## src/rtl/flash_cmd_pkg.sv

```systemverilog
package flash_cmd_pkg;

   localparam logic [7:0] CMD_BLANK_ALL = 8'h01;
   localparam logic [7:0] CMD_PROG_WORD = 8'h06;
   localparam logic [7:0] CMD_ERASE_ALL = 8'h08;

   localparam logic [2:0] RA_DIVIDER  = 3'd0;
   localparam logic [2:0] RA_STATUS   = 3'd1;
   localparam logic [2:0] RA_SLOT_IDX = 3'd2;
   localparam logic [2:0] RA_SLOT_DAT = 3'd3;
   localparam logic [2:0] RA_FAULT    = 3'd4;

   localparam int BIT_GO       = 7;
   localparam int BIT_CLR_ACC  = 5;
   localparam int BIT_CLR_PROT = 4;
   localparam int BIT_CLR_SGL  = 0;
   localparam int BIT_CLR_DBL  = 1;

   typedef enum logic [2:0] {
      OP_IDLE,
      OP_BLANK,
      OP_PROG,
      OP_ERASE,
      OP_ABORT
   } op_e;

endpackage

```

## src/rtl/flash_array.sv

```systemverilog
module flash_array #(
   parameter int WORD_W  = 16,
   parameter int P_WORDS = 32,
   parameter int E_WORDS = 16,
   localparam int TOTAL  = P_WORDS + E_WORDS,
   localparam int AW     = $clog2(TOTAL)
) (
   input  logic              clk,
   input  logic              rst_n,
   input  logic              erase_all,
   input  logic              wr_en,
   input  logic [AW-1:0]     wr_addr,
   input  logic [WORD_W-1:0] wr_data,
   input  logic [AW-1:0]     rd_addr,
   input  logic [AW-1:0]     chk_addr,
   input  logic [AW-1:0]     scan_addr,
   output logic [WORD_W-1:0] rd_word,
   output logic              chk_blank,
   output logic              scan_blank
);

   logic [WORD_W-1:0] mem [TOTAL];
   logic [TOTAL-1:0]  blank;

   always_ff @(posedge clk) begin
      if (!rst_n || erase_all) begin
         for (int i = 0; i < TOTAL; i++) mem[i] <= '1;
      end else if (wr_en && (wr_addr < AW'(TOTAL))) begin
         mem[wr_addr] <= wr_data;
      end
   end

   for (genvar g = 0; g < TOTAL; g++) begin : g_blank
      assign blank[g] = &mem[g];
   end

   assign rd_word    = (rd_addr < AW'(TOTAL))   ? mem[rd_addr]     : '0;
   assign chk_blank  = (chk_addr < AW'(TOTAL))  ? blank[chk_addr]  : 1'b0;
   assign scan_blank = (scan_addr < AW'(TOTAL)) ? blank[scan_addr] : 1'b0;

   // program into a non-erased word must have been stopped at launch
   assert_prog_blank_R10: assert property (@(posedge clk) disable iff (!rst_n)
      wr_en |-> blank[wr_addr]);

endmodule

```

## src/rtl/flash_scan.sv

```systemverilog
module flash_scan #(
   parameter int TOTAL = 48,
   localparam int AW   = $clog2(TOTAL)
) (
   input  logic          clk,
   input  logic          rst_n,
   input  logic          start,
   output logic          active,
   output logic          last,
   output logic [AW-1:0] addr
);

   always_ff @(posedge clk) begin
      if (!rst_n) begin
         active <= 1'b0;
         addr   <= '0;
      end else if (start) begin
         active <= 1'b1;
         addr   <= '0;
      end else if (active) begin
         if (last) active <= 1'b0;
         else      addr   <= addr + 1'b1;
      end
   end

   assign last = active && (addr == AW'(TOTAL - 1));

   assert_scan_in_range_R2: assert property (@(posedge clk) disable iff (!rst_n)
      active |-> (addr < AW'(TOTAL)));

   assert_scan_ends_R2: assert property (@(posedge clk) disable iff (!rst_n)
      (last && !start) |=> !active);

endmodule

```

## src/rtl/flash_launch_chk.sv

```systemverilog
module flash_launch_chk
   import flash_cmd_pkg::*;
#(
   parameter int WORD_W  = 16,
   parameter int P_WORDS = 32,
   parameter int E_WORDS = 16,
   parameter int NSLOT   = 3,
   parameter int PROT_LO = 24,
   parameter int PROT_HI = 31,
   localparam int TOTAL  = P_WORDS + E_WORDS,
   localparam int IDX_W  = $clog2(NSLOT)
) (
   input  logic [WORD_W-1:0] code,
   input  logic [IDX_W-1:0]  idx,
   input  logic [WORD_W-1:0] tgt,
   input  logic              tgt_blank,
   input  logic              div_ok,
   input  logic              err_pending,
   output logic              acc_fail,
   output logic              prot_fail,
   output op_e               op
);

   logic is_blank, is_prog, is_erase, bad_idx, tgt_in, tgt_prot;

   assign is_blank = (code == WORD_W'(CMD_BLANK_ALL));
   assign is_prog  = (code == WORD_W'(CMD_PROG_WORD));
   assign is_erase = (code == WORD_W'(CMD_ERASE_ALL));
   assign tgt_in   = (tgt < WORD_W'(TOTAL));
   assign tgt_prot = (tgt >= WORD_W'(PROT_LO)) && (tgt <= WORD_W'(PROT_HI));

   always_comb begin
      bad_idx = 1'b0;
      op      = OP_ABORT;
      if (is_blank) begin
         op      = OP_BLANK;
         bad_idx = (idx != IDX_W'(0));
      end else if (is_prog) begin
         op      = OP_PROG;
         bad_idx = (idx != IDX_W'(2));
      end else if (is_erase) begin
         op      = OP_ERASE;
         bad_idx = (idx != IDX_W'(0));
      end
   end

   assign acc_fail = err_pending
                   | !(is_blank | is_prog | is_erase)
                   | bad_idx
                   | ((is_prog | is_erase) & !div_ok)
                   | (is_prog & (!tgt_in | !tgt_blank));

   assign prot_fail = !acc_fail & is_prog & tgt_prot;

endmodule

```

## src/rtl/flash_cmd_ctrl.sv

```systemverilog
module flash_cmd_ctrl
   import flash_cmd_pkg::*;
#(
   parameter int WORD_W  = 16,
   parameter int P_WORDS = 32,
   parameter int E_WORDS = 16,
   parameter int NSLOT   = 3,
   parameter int PROT_LO = 24,
   parameter int PROT_HI = 31,
   localparam int TOTAL  = P_WORDS + E_WORDS,
   localparam int AW     = $clog2(TOTAL),
   localparam int IDX_W  = $clog2(NSLOT)
) (
   input  logic              clk,
   input  logic              rst_n,
   input  logic              reg_we,
   input  logic [2:0]        reg_addr,
   input  logic [WORD_W-1:0] reg_wdata,
   input  logic              rd_en,
   input  logic [AW-1:0]     rd_addr,
   input  logic              scan_err_fix,
   input  logic              scan_err_fatal,
   output logic [WORD_W-1:0] rd_data,
   output logic              cmd_done,
   output logic              acc_err,
   output logic              prot_viol,
   output logic [1:0]        mg_stat,
   output logic              fault_single,
   output logic              fault_double
);

   if (WORD_W < 8)                      begin : g_bad_width $error("WORD_W below 8"); end
   if (NSLOT < 3)                       begin : g_bad_slots $error("NSLOT below 3"); end
   if (P_WORDS < 1 || E_WORDS < 1)      begin : g_bad_size  $error("empty block"); end
   if (PROT_LO > PROT_HI || PROT_HI >= TOTAL) begin : g_bad_prot $error("bad protected range"); end

   logic [WORD_W-1:0] slot [NSLOT];
   logic [IDX_W-1:0]  slot_idx;
   logic              div_ok;
   op_e               op_q, chk_op;
   logic [1:0]        busy_mask;

   logic we_div, we_stat, we_idx, we_dat, we_flt, launch;
   logic acc_fail, prot_fail, accept;
   logic chk_blank, scan_blank, scan_active, scan_last;
   logic [AW-1:0]     scan_addr, tgt_addr;
   logic [WORD_W-1:0] arr_word;
   logic              tgt_blk, rd_blk, bad_rd;

   assign we_div  = reg_we && (reg_addr == RA_DIVIDER);
   assign we_stat = reg_we && (reg_addr == RA_STATUS);
   assign we_idx  = reg_we && (reg_addr == RA_SLOT_IDX);
   assign we_dat  = reg_we && (reg_addr == RA_SLOT_DAT);
   assign we_flt  = reg_we && (reg_addr == RA_FAULT);
   assign launch  = we_stat && reg_wdata[BIT_GO] && cmd_done;
   assign accept  = launch && !acc_fail && !prot_fail;

   assign tgt_addr = slot[1][AW-1:0];
   assign tgt_blk  = (tgt_addr >= AW'(P_WORDS));
   assign rd_blk   = (rd_addr  >= AW'(P_WORDS));
   assign bad_rd   = rd_en && !cmd_done && busy_mask[rd_blk];

   flash_launch_chk #(
      .WORD_W(WORD_W), .P_WORDS(P_WORDS), .E_WORDS(E_WORDS),
      .NSLOT(NSLOT), .PROT_LO(PROT_LO), .PROT_HI(PROT_HI)
   ) u_chk (
      .code        (slot[0]),
      .idx         (slot_idx),
      .tgt         (slot[1]),
      .tgt_blank   (chk_blank),
      .div_ok      (div_ok),
      .err_pending (acc_err | prot_viol),
      .acc_fail    (acc_fail),
      .prot_fail   (prot_fail),
      .op          (chk_op)
   );

   flash_scan #(.TOTAL(TOTAL)) u_scan (
      .clk    (clk),
      .rst_n  (rst_n),
      .start  (accept && (chk_op == OP_BLANK)),
      .active (scan_active),
      .last   (scan_last),
      .addr   (scan_addr)
   );

   flash_array #(.WORD_W(WORD_W), .P_WORDS(P_WORDS), .E_WORDS(E_WORDS)) u_arr (
      .clk        (clk),
      .rst_n      (rst_n),
      .erase_all  (op_q == OP_ERASE),
      .wr_en      (op_q == OP_PROG),
      .wr_addr    (tgt_addr),
      .wr_data    (slot[2]),
      .rd_addr    (rd_addr),
      .chk_addr   (tgt_addr),
      .scan_addr  (scan_addr),
      .rd_word    (arr_word),
      .chk_blank  (chk_blank),
      .scan_blank (scan_blank)
   );

   always_ff @(posedge clk) begin
      if (!rst_n) begin
         cmd_done     <= 1'b1;
         acc_err      <= 1'b0;
         prot_viol    <= 1'b0;
         mg_stat      <= 2'b00;
         fault_single <= 1'b0;
         fault_double <= 1'b0;
         div_ok       <= 1'b0;
         slot_idx     <= '0;
         op_q         <= OP_IDLE;
         busy_mask    <= 2'b00;
         rd_data      <= '0;
         for (int i = 0; i < NSLOT; i++) slot[i] <= '0;
      end else begin
         if (we_div && cmd_done) div_ok <= 1'b1;
         if (we_idx && cmd_done) slot_idx <= reg_wdata[IDX_W-1:0];
         if (we_dat && cmd_done && (slot_idx < IDX_W'(NSLOT))) slot[slot_idx] <= reg_wdata;

         if (we_stat && reg_wdata[BIT_CLR_ACC])  acc_err   <= 1'b0;
         if (we_stat && reg_wdata[BIT_CLR_PROT]) prot_viol <= 1'b0;

         case (op_q)
            OP_BLANK: begin
               if (!scan_blank || scan_err_fatal) mg_stat    <= 2'b11;
               else if (scan_err_fix)             mg_stat[1] <= 1'b1;
               if (scan_last) begin
                  cmd_done  <= 1'b1;
                  op_q      <= OP_IDLE;
                  busy_mask <= 2'b00;
               end
            end
            OP_PROG, OP_ERASE, OP_ABORT: begin
               cmd_done  <= 1'b1;
               op_q      <= OP_IDLE;
               busy_mask <= 2'b00;
            end
            default: ;
         endcase

         if (launch) begin
            cmd_done <= 1'b0;
            mg_stat  <= 2'b00;
            if (acc_fail) begin
               acc_err   <= 1'b1;
               op_q      <= OP_ABORT;
               busy_mask <= 2'b00;
            end else if (prot_fail) begin
               prot_viol <= 1'b1;
               op_q      <= OP_ABORT;
               busy_mask <= 2'b00;
            end else begin
               op_q      <= chk_op;
               busy_mask <= (chk_op == OP_PROG) ? (tgt_blk ? 2'b10 : 2'b01) : 2'b11;
            end
         end

         if (we_flt && reg_wdata[BIT_CLR_SGL]) fault_single <= 1'b0;
         if (we_flt && reg_wdata[BIT_CLR_DBL]) fault_double <= 1'b0;
         if (bad_rd) begin
            fault_single <= 1'b1;
            fault_double <= 1'b1;
         end

         if (rd_en) rd_data <= bad_rd ? '0 : arr_word;
      end
   end

   assert_done_falls_on_launch_R2: assert property (@(posedge clk) disable iff (!rst_n)
      $fell(cmd_done) |-> $past(launch));

   assert_accept_clears_stat_R8: assert property (@(posedge clk) disable iff (!rst_n)
      accept |=> (mg_stat == 2'b00) && !cmd_done);

   assert_reject_returns_R7: assert property (@(posedge clk) disable iff (!rst_n)
      (launch && acc_fail) |=> acc_err && !cmd_done ##1 cmd_done);

   assert_prot_only_program_R10: assert property (@(posedge clk) disable iff (!rst_n)
      $rose(prot_viol) |-> $past(launch && (slot[0] == WORD_W'(CMD_PROG_WORD))));

   assert_busy_read_faults_R12: assert property (@(posedge clk) disable iff (!rst_n)
      (bad_rd && !we_flt) |=> fault_single && fault_double && (rd_data == '0));

   assert_busy_idx_ignored_R13: assert property (@(posedge clk) disable iff (!rst_n)
      (we_idx && !cmd_done) |=> $stable(slot_idx));

endmodule

```

## config.mk

```make
export PLATFORM = sky130hd
export DESIGN_NAME = flash_cmd_ctrl
export DESIGN_NICKNAME = d
export VERILOG_FILES = /design/src/rtl/flash_cmd_pkg.sv /design/src/rtl/flash_array.sv /design/src/rtl/flash_scan.sv /design/src/rtl/flash_launch_chk.sv /design/src/rtl/flash_cmd_ctrl.sv
export SDC_FILE = /design/constraint.sdc
export NUM_CORES = 1
export LEC_CHECK = 0
export BUFFER_PORTS_ARGS = -buffer_cell sky130_fd_sc_hd__buf_2
export CAP_MARGIN = 20
export CORE_UTILIZATION = 35
export DETAILED_ROUTE_END_ITERATION = 6
export PLACE_DENSITY = 0.58
export SKIP_LAST_GASP = 1
export SLEW_MARGIN = 20
export SYNTH_ARGS = -nofsm -noshare
export SYNTH_HDL_FRONTEND = slang
export SYNTH_HIERARCHICAL = 1
export SYNTH_SLANG_ARGS = --single-unit
```

## constraint.sdc

```tcl
create_clock -name clk -period 3.9 [get_ports clk]
set_input_delay 0.195 -clock clk [delete_from_list [all_inputs] [get_ports clk]]
set_output_delay 0.195 -clock clk [all_outputs]
set_load 0.02 [all_outputs]
```

==> results by group <==
Synthesis
  – Number of synthesized register bits: roughly 850
  – Synth Area in Adders: less than 1%
  – Ys flop type: edfxtp_1
  – Cell variety after synth: 65
  – Synth Area in Compound Gates: about 1.4%
  – Post-Synth XOR/XNOR Area: less than 1%
  – Synthesized cell area: between 40,000 and 50,000 um2
  – Post-synth top area share: around three fifths
  – Number of flops mapped to enable cells by yosys: between 800 and 900
  – Post-synthesis simple-gate area fraction: a little under a fifth
  – Mux cell area share after synthesis: between 15 and 20%
  – Largest family of logic cells by synthesized area: simple AND/OR/NAND/NOR gates
  – Sequential area share after synthesis: about three fifths
  – Synth area leader: edfxtp_1
  – Warnings from Yosys: 6
  – Post-Syn Instances: around 2.8k
  – Ranking of synthesized cells by area: edfxtp_1 59%, mux4_2 14%, or3_1 5.9%, or2_2 5.4%, nand4_1 3.1%
  – Mapped Nets: 2,857
  – Mean Syn Cell Area: between 10 and 15 um2
  – Async SR Flop Fraction: 0%

Critical path
  – Crit path DAT: roughly 4.3 ns
  – Critical R2R Launch: u_arr/mem[25][9]$_SDFFCE_PN1P_
  – WP data required: 4.43 ns
  – Most frequent CP cell: buf_4
  – Slowest cell on the critical path: nor4_2
  – Worst stage delay on the critical path: 0.39 ns
  – Critical path cell sequence: nand4_1 -> nor4_2 -> buf_4 -> mux4_2 -> mux2_4 -> nand3b_1 -> o311a_1 -> nor3_2 -> buf_4 -> nor4b_4 -> nand4_1 -> a21oi_2 -> o21ai_2 -> nor2_2 -> nand2_1 -> nor4_2 -> buf_4 -> nor2b_4 -> buf_4 -> nand2_1 -> mux2i_1
  – Top delay family on crit path: simple AND/OR/NAND/NOR gates
  – Endpoint class of the critical path: register
  – Critical path buffers and inverters: 4
  – Startpoint Class: register
  – CP Max Fanout: 4
  – Crit Path Class: reg2reg
  – Worst Setup SP: u_arr/mem[25][9]$_SDFFCE_PN1P_

Global routing
  – GR peak layer: met2
  – Grt ovf: 0
  – First-pass GRT wire length: 181,000 um
  – Total track usage: 20.6%
  – Vias in the first global route: between 20k and 30k
  – Met2 Use GR: between 30% and 40%
  – Met3 Use GR: 3.37%
  – Initial antenna violation count: 5
  – GR Util met1: 29.4%
  – Largest net degree at the start of global routing: 70

Placement
  – DP HPWL: 85,000 um
  – Placer Congestion: between 0.8 and 0.9
  – Number of port buffers: 53
  – DP Cell Count: around 4.3k

STA
  – Setup violations, final: 0
  – Skew final: ~0.032 ns
  – Tcrit/Tclk final: approximately 96%
  – Setup TNS: 0 ns
  – Worst relative slew slack: 29.2%
  – Max Slew Vio Count: 0
  – Tmin final: 3.75 ns
  – Final hold violation count: 0
  – Max Freq: roughly 270 MHz
  – Slew @ Worst Pin: about 1.1 ns

Cells and area
  – Layout cells sized above 1: roughly a third
  – Area of the multi-input gates: around 15,000 um2
  – Non-Filler Instances: about 4.5k
  – Filler Cell Count: 10.5k
  – Register Area: 25,300 um2
  – # nets final: a little under 3k
  – Area grow syn2layout: 14.3%

Routing
  – Initial DRT Pass Iterations: 6
  – Via density: ~5.8
  – Initial DRC Count: around 2.8k
  – DRC viols: 0
  – WL per Instance: approximately 28 um
  – Antenna Nets Post-Route: 0
  – WL final: 124,000 um
  – Vias: between 20k and 30k

Clock tree
  – CTS Root Cell: clkbuf_16
  – CTS buffer count: 93
  – Htree depth: 3
  – Clock latency on the worst-skew pair: approximately 0.7 ns
  – Clk sinks: around 850
  – CTS max path bufs: 3
  – CTS tree: built
  – Clk slew on worst S/H paths: ~0.06 ns

Floorplanning
  – Die Y-Extent: between 300 and 400 um
  – Row cnt: 125
  – I/O pin count: 54
  – Core footprint: around 120,000 um2
  – Total die area: 119,000 um2
  – Die Width: 345 um
  – Initial core utilization: approximately 35%

Min path
  – HP Start: reg_addr[2]
  – Worst Hold Class: in2reg

Pwr
  – Clock Power Share: 43.9%
  – Fraction of power consumed by sequential logic: about half
  – Power Density: between 400 and 500 nW/um2
  – Max rail drop VDD: 0.000285 V
  – Logic pwr share: approximately 4.5%
  – Power Total: 0.0195 W
  – Sw Share: between 20% and 30%
  – Static Leakage: 12.9 nW
  – Net Sw Power: ~0.0043 W
  – Int Pwr: 0.0152 W

Run
  – MaxCap Viol Count: 0

Outcome
  – Outcome: complete, no violations
## routing by layer
metal  share of wire (%)  up-vias
met1                  43    13500
met5              0.0064        -
met4                 2.7        2
met2                  46     1150
li1                    -    11300
met3                 8.0      183
## layout by cell type, fill, tap and decap left out, types with 38 or more instances in the layout
cell / instances
nand2b_1: 39
buf_4: 155
or2_2: 356
dfxtp_1: 38
nand4_1: 204
clkbuf_16: 97
and2_1: 49
or3_1: 386
mux2i_1: 42
buf_2: 50
nor4_1: 38
nand2_1: 65
mux4_2: 258
edfxtp_1: 816
## cell families after synthesis
group                      after synthesis
AOI/OAI and AO/OA                       97
xor gates and xnor gates                 1
adders and majority gates                1
buffers and inverters                  297
DFF                                    854
muxes                                  308
and+or+nand+nor                       1267
## what timing repair did
action / in CTS / in global routing
setup endpoints to repair: 6 / 9
endpoints found under the hold margin: 58 / 0
gates resized for setup: 11 / 15
setup buffers: 0 / 2
hold buffers: 24 / 0
pin swaps: 0 / 8
## synth_stat cells, types with 3 or more instances
cell type	n
and3b_1	5
a21oi_1	12
o221ai_1	3
mux2_2	7
nand3_1	5
clkbuf_1	235
nor4_4	5
mux2i_1	43
buf_1	8
or3b_2	3
edfxtp_1	816
or3_1	388
o21a_1	5
and2_1	49
and4b_1	3
mux4_2	258
inv_1	22
or2b_1	8
nor3b_1	5
nand4_1	204
a31oi_1	5
nor2_1	37
nand2b_1	39
dfxtp_1	38
buf_4	5
o21ai_0	35
nor2b_1	5
a21boi_0	4
nand2_1	65
buf_2	25
and3_1	3
nor4_1	55
nand3b_1	5
or2_2	356
o22ai_1	19
nor4b_1	3
nor3_1	9
## layout make-up
type / instances / share of cell area [%]
diodes: 1 / 0.00531
inverters: 23 / 0.183
multi-input cells: 1674 / 31.8
flip-flops and latches: 854 / 53.6
well taps: 1524 / 4.04
clock inverters: 52 / 0.865
repair buffers: 246 / 4.19
clock buffers: 118 / 5.34
## per-stage QoR
stage / instance area [um2] / utilization (%) / hold WS, ns / worst slack [ns]
6_report: 47100 / 40.5 / 0.0673 / 0.146
5_1_grt: 47100 / 40.5 / 0.0764 / -0.0257
2_1_floorplan: 41200 / - / 0.313 / 0.646
3_3_place_gp: 43800 / 37.6 / 0.463 / -0.0362
4_1_cts: 47000 / 40.4 / 0.0423 / 0.00994
3_5_place_dp: 43800 / 37.6 / 0.467 / -0.115
## flip-flops by register name, summed over array words and instances, names as in the netlist, 2 cells and up
name         cells
u_arr/mem      768
slot            48
rd_data         16
u_scan/addr      6
op_q             3
busy_mask        2
mg_stat          2
slot_idx         2
## worst paths after layout
| kind | to | slack [ns] | depth (start not counted) |
|---|---|---|---|
| worst max-delay path | u_scan/addr[1]$_SDFFE_PP0P_ | 0.15 | 21 |
| worst min-delay path | acc_err$_SDFF_PN0_ | 0.07 | 4 |
| worst max register to register | u_scan/addr[1]$_SDFFE_PP0P_ | 0.15 | 21 |
| worst min register to register | busy_mask[0]$_SDFFE_PN0P_ | 0.47 | 2 |
## worst reg2reg max path, delay by kind of cell, from the launching register on
kind / cells / cell delay, ns
compound gates: 3 / 0.40
buf+inv: 4 / 0.68
flops: 1 / 0.36
mux: 3 / 0.54
simple gates: 11 / 1.66
## power groups by stage
stage,logic [W],clock network (W),registers (W)
2_1_floorplan,0.000499,0,0.0103
3_3_place_gp,0.000852,0,0.0103
3_5_place_dp,0.000864,0,0.0103
4_1_cts,0.000881,0.00870,0.0101
5_1_grt,0.000934,0.00904,0.0101
6_report,0.000880,0.00857,0.0101
Note: power is estimated with default switching activity, not from simulation.
